[src/rtl/ssr_pkg.sv]
package ssr_pkg;
  typedef enum logic [1:0] {
    CELL_HOLD  = 2'd0,
    CELL_SET   = 2'd1,
    CELL_CLEAR = 2'd2
  } cell_op_e;
endpackage

[src/rtl/ssr_cell.sv]
module ssr_cell
  import ssr_pkg::*;
(
  input  logic clk,
  input  logic rst_n,
  input  logic clear_stb,
  input  logic load_stb,
  input  logic data_bit,
  output logic held
);
  cell_op_e op;

  always_comb begin
    if (clear_stb)                 op = CELL_CLEAR;
    else if (load_stb && data_bit) op = CELL_SET;
    else                           op = CELL_HOLD;
  end

  always_ff @(posedge clk or negedge rst_n) begin
    if (!rst_n) held <= 1'b0;
    else begin
      case (op)
        CELL_CLEAR: held <= 1'b0;
        CELL_SET:   held <= 1'b1;
        default:    held <= held;
      endcase
    end
  end

  assert_clear_wins_R6: assert property (@(posedge clk) disable iff (!rst_n)
    clear_stb |=> !held);
  assert_clear_zero_R2: assert property (@(posedge clk) disable iff (!rst_n)
    (clear_stb && !load_stb) |=> !held);
  assert_load_sets_R3: assert property (@(posedge clk) disable iff (!rst_n)
    (load_stb && data_bit && !clear_stb) |=> held);
  assert_never_cleared_by_load_R4: assert property (@(posedge clk) disable iff (!rst_n)
    (held && !clear_stb) |=> held);
  assert_hold_R7: assert property (@(posedge clk) disable iff (!rst_n)
    (!clear_stb && !load_stb) |=> $stable(held));
endmodule

[src/rtl/ssr_out_gate.sv]
module ssr_out_gate #(
  parameter int WIDTH = 4
) (
  input  logic             read_stb,
  input  logic [WIDTH-1:0] stored,
  output logic [WIDTH-1:0] gated
);
  localparam logic [WIDTH-1:0] ALL_ZERO = '0;

  for (genvar i = 0; i < WIDTH; i++) begin : g_gate
    assign gated[i] = stored[i] & read_stb;
  end

  always_comb begin
    if (!read_stb) assert_quiet_R5: assert (gated == ALL_ZERO);
    else           assert_pass_R8:  assert (gated == stored);
  end
endmodule

[src/rtl/strobed_set_register.sv]
module strobed_set_register #(
  parameter int WIDTH = 4
) (
  input  logic             clk,
  input  logic             rst_n,
  input  logic             clear_stb,
  input  logic             load_stb,
  input  logic [WIDTH-1:0] word_in,
  input  logic             read_stb,
  output logic [WIDTH-1:0] word_out
);
  logic [WIDTH-1:0] stored;

  for (genvar i = 0; i < WIDTH; i++) begin : g_cell
    ssr_cell u_cell (
      .clk       (clk),
      .rst_n     (rst_n),
      .clear_stb (clear_stb),
      .load_stb  (load_stb),
      .data_bit  (word_in[i]),
      .held      (stored[i])
    );
  end

  ssr_out_gate #(.WIDTH(WIDTH)) u_gate (
    .read_stb (read_stb),
    .stored   (stored),
    .gated    (word_out)
  );

  assert_or_merge_R4: assert property (@(posedge clk) disable iff (!rst_n)
    (load_stb && !clear_stb) |=> (stored == ($past(stored) | $past(word_in))));
  assert_reset_zero_R1: assert property (@(posedge clk)
    !rst_n |=> (stored == '0) || !rst_n);
endmodule

[config.mk]
export PLATFORM = sky130hd
export DESIGN_NAME = strobed_set_register
export DESIGN_NICKNAME = d
export VERILOG_FILES = /design/src/rtl/ssr_pkg.sv /design/src/rtl/ssr_cell.sv /design/src/rtl/ssr_out_gate.sv /design/src/rtl/strobed_set_register.sv
export SDC_FILE = /design/constraint.sdc
export NUM_CORES = 1
export LEC_CHECK = 0
export ABC_CLOCK_PERIOD_IN_PS = 800
export BUFFER_PORTS_ARGS = -buffer_cell sky130_fd_sc_hd__buf_4
export CORE_AREA = 2 2 39 41
export CTS_CLUSTER_SIZE = 30
export DETAILED_ROUTE_END_ITERATION = 12
export DIE_AREA = 0 0 41 43
export PLACE_DENSITY = 0.33
export SLEW_MARGIN = 0
export SYNTH_ARGS = -nofsm -noshare
export SYNTH_HDL_FRONTEND = slang
export SYNTH_SLANG_ARGS = --single-unit
[constraint.sdc]
create_clock -name clk -period 0.8 [get_ports clk]
set_input_delay 0.08 -clock clk [delete_from_list [all_inputs] [get_ports clk]]
set_output_delay 0.08 -clock clk [all_outputs]
set_load 0.01 [all_outputs]
==> flow_summary_export.csv <==
group,metric,value,unit
cells_and_area,multi_input_area,67.6,sq um
hold_path,hold_path.class,"in2reg",
routing,met3_length,55,um
routing,ant_nets,0,
routing,vias,166,
timing,grt_setup_unrepaired,"yes",
placement,place_ws,0.0768,ns
routing,wl_met1,208,um
timing,slew_headroom,0.919,
synth,yosys.area_share.simple,0.250,
synth,synth_nets,25,
timing,setup_viol,4,
placement,port_buffers,12,
floorplanning,ios,13,
routing,drt_iter0_drc,0,
clock_network,ctsLongestPathBuffers,2,
synth,yosys.cell_types.count,4,
routing,routed.top_layer,"met3",
routing,route.detailed.drc,0,
timing,final_max_slew_viol_count,0,
clock_network,cts-root-buf,"clkbuf_4",
floorplanning,chipWidth,41,um
synth,synth_top_area_cell,"dfrtp_1",
setup_path,startpoint,"g_cell[2].u_cell.held$_DFFE_PN0P_",
setup_path,critical_path_arrival,0.85,ns
cells_and_area,antenna_cells,0,
clock_network,path_clk_slew,0.04,ns
synth,syn_inst,16,
floorplanning,fp-row-count,14,
hold_path,min_to,"g_cell[1].u_cell.held$_DFFE_PN0P_",
synth,ys_seq_area_frac,0.625,
cells_and_area,drive_gt1_frac,0.563,
routing,wire_per_inst,9.23,um
routing,drt_wl_total,443,um
power_and_ir_drop,power_density,1740,nW/um^2
timing,setup_tns,-0.507,ns
global_routing,grt_max_degree,5,
synth,synth.area.mux_share,0,
floorplanning,core,1380,sq um
power_and_ir_drop,power_leakage,0.163,nW
setup_path,cp-start-kind,"flop",
synth,synthTopCellsByArea,"dfrtp_1, and2_1, a21oi_1",
placement,place.gp.congestion,0.645,
clock_network,h-tree-depth,1,
routing,dr_wl_met2,179,um
setup_path,r2r-start,"g_cell[1].u_cell.held$_DFFE_PN0P_",
timing,min_period_over_period,1.16,
routing,drt-pass1-iter-count,1,
synth,synth-xor-area-share,0,
floorplanning,dieArea,1760,sq um
cells_and_area,area_delta_synth_final,103,%
floorplanning,die_h,43,um
clock_network,numCtsBuffers,3,
cells_and_area,seq_area,100,sq um
timing,finalWorstSetupSlack,-0.131,ns
global_routing,antenna_found_initial,0,
floorplanning,start_util,0.116,
timing,post-route-min-period,0.931,ns
synth,synth_area,160,sq um
cells_and_area,reg.largest.list,"g_cell.u_cell.held x4",
timing,skew,0,ns
cells_and_area,largest_register,"g_cell.u_cell.held",
synth,synth_top_family_by_area,"simple AND/OR/NAND/NOR gates",
setup_path,reg2reg_slack,0.14,ns
setup_path,crit_fanout,2,
setup_path,critPathKind,"reg2out",
run_status,violations,"negative setup slack",
timing,tightest_slew,0.122,ns
setup_path,worst_ep_required_time,0.72,ns
hold_path,hp-start,"clear_stb",
timing,fmax,1070,MHz
cells_and_area,final_cell_mix,"buf_4, a21oi_1, nor2_1, dfrtp_1, buf_6",
synth,synth_compound_area_frac,0.125,
synth,synth_seq_cells,4,
run_status,status,"finished with violations",
synth,syn_area_per_cell,10.0,sq um
job,maxCapViolCount,0,
global_routing,grt.total_usage,0.0524,
cells_and_area,largest_reg_flops,4,
synth,ys_warn_count,0,
clock_network,cts_sinks,4,
cells_and_area,fill_cells,158,
clock_network,cts_tree,"done",
cells_and_area,final_common_cell,"buf_4",
hold_path,min_path_cells,2,
timing,hold_viol_final,0,
routing,vias_per_cell,3.46,
global_routing,gr-total-overflow,0,
setup_path,r2r_cells,2,
synth,yosys.area.top_type_share,0.625,
cells_and_area,finalNetCount,43,
clock_network,clock_latency,0.23,ns
global_routing,grt_pass1_vias,152,
synth,synth_fa_ha_area_frac,0,
setup_path,r2r_end,"g_cell[1].u_cell.held$_DFFE_PN0P_",
global_routing,grt_first_pass_wirelength,545,um
setup_path,setup.worst_path.end_class,"output pin",
power_and_ir_drop,irDropWorstVdd,0.492,mV
## worst max path at each step
stage / to / cells after the start
finish: word_out[2] / 2
floorplan: g_cell[0].u_cell.held$_DFFE_PN0P_ / 2
detailed placement: word_out[2] / 2
global route: word_out[2] / 2
CTS: word_out[2] / 2
global placement: word_out[2] / 2
## cells in the mapped netlist, drive strengths merged
| master | instances |
|---|---|
| a21oi | 4 |
| and2 | 4 |
| dfrtp | 4 |
| nor2 | 4 |
## where the power goes
| part | switching [W] | internal [W] |
|---|---|---|
| Clock | 0.0000797 | 0.000168 |
| Combinational | 0.0000341 | 0.0000604 |
| Sequential | 0.00000631 | 0.000217 |
## metrics by stage
step                total power, W  hold slack, ns  std cells  utilization  cell area [sq um]
CTS                       0.000574          0.0280         48        0.233                323
finish                    0.000565          0.0327         48        0.235                325
detailed placement        0.000304          -0.119         44        0.195                270
global route              0.000592          0.0413         48        0.235                325
global placement          0.000304          -0.119         44        0.195                270
floorplan                 0.000248          -0.216         16            -                160
## worst max-delay path, stage by stage (launching register included)
cell     delay, ns
dfrtp_1       0.37
and2_4        0.14
buf_6         0.11
## layer usage
metal / vias up / global-route usage
met5: - / 0
met4: 0 / 0.0600
met3: 0 / 0.0314
met2: 12 / 0.0594
met1: 70 / 0.0586
li1: 84 / -
## repair_timing
item,CTS,global route
cloned,0,0
hold endpoints to repair,4,0
pin swaps,4,0
resized for setup,6,1
setup buffers,0,0
setup endpoints to repair,4,4
hold buffers,1,0
## area by class of cell
type,count,share of cell area
clock buffer,3,0.0692
multi-input combinational,12,0.208
sequential,4,0.308
tap,16,0.0615
timing repair buffer,13,0.354
## kinds of logic after synthesis
family and Yosys count:
AND/OR/NAND/NOR 8, flip-flops 4, AO/OA/AOI/OAI 4
No activity file was read; power rests on OpenSTA's default activity.
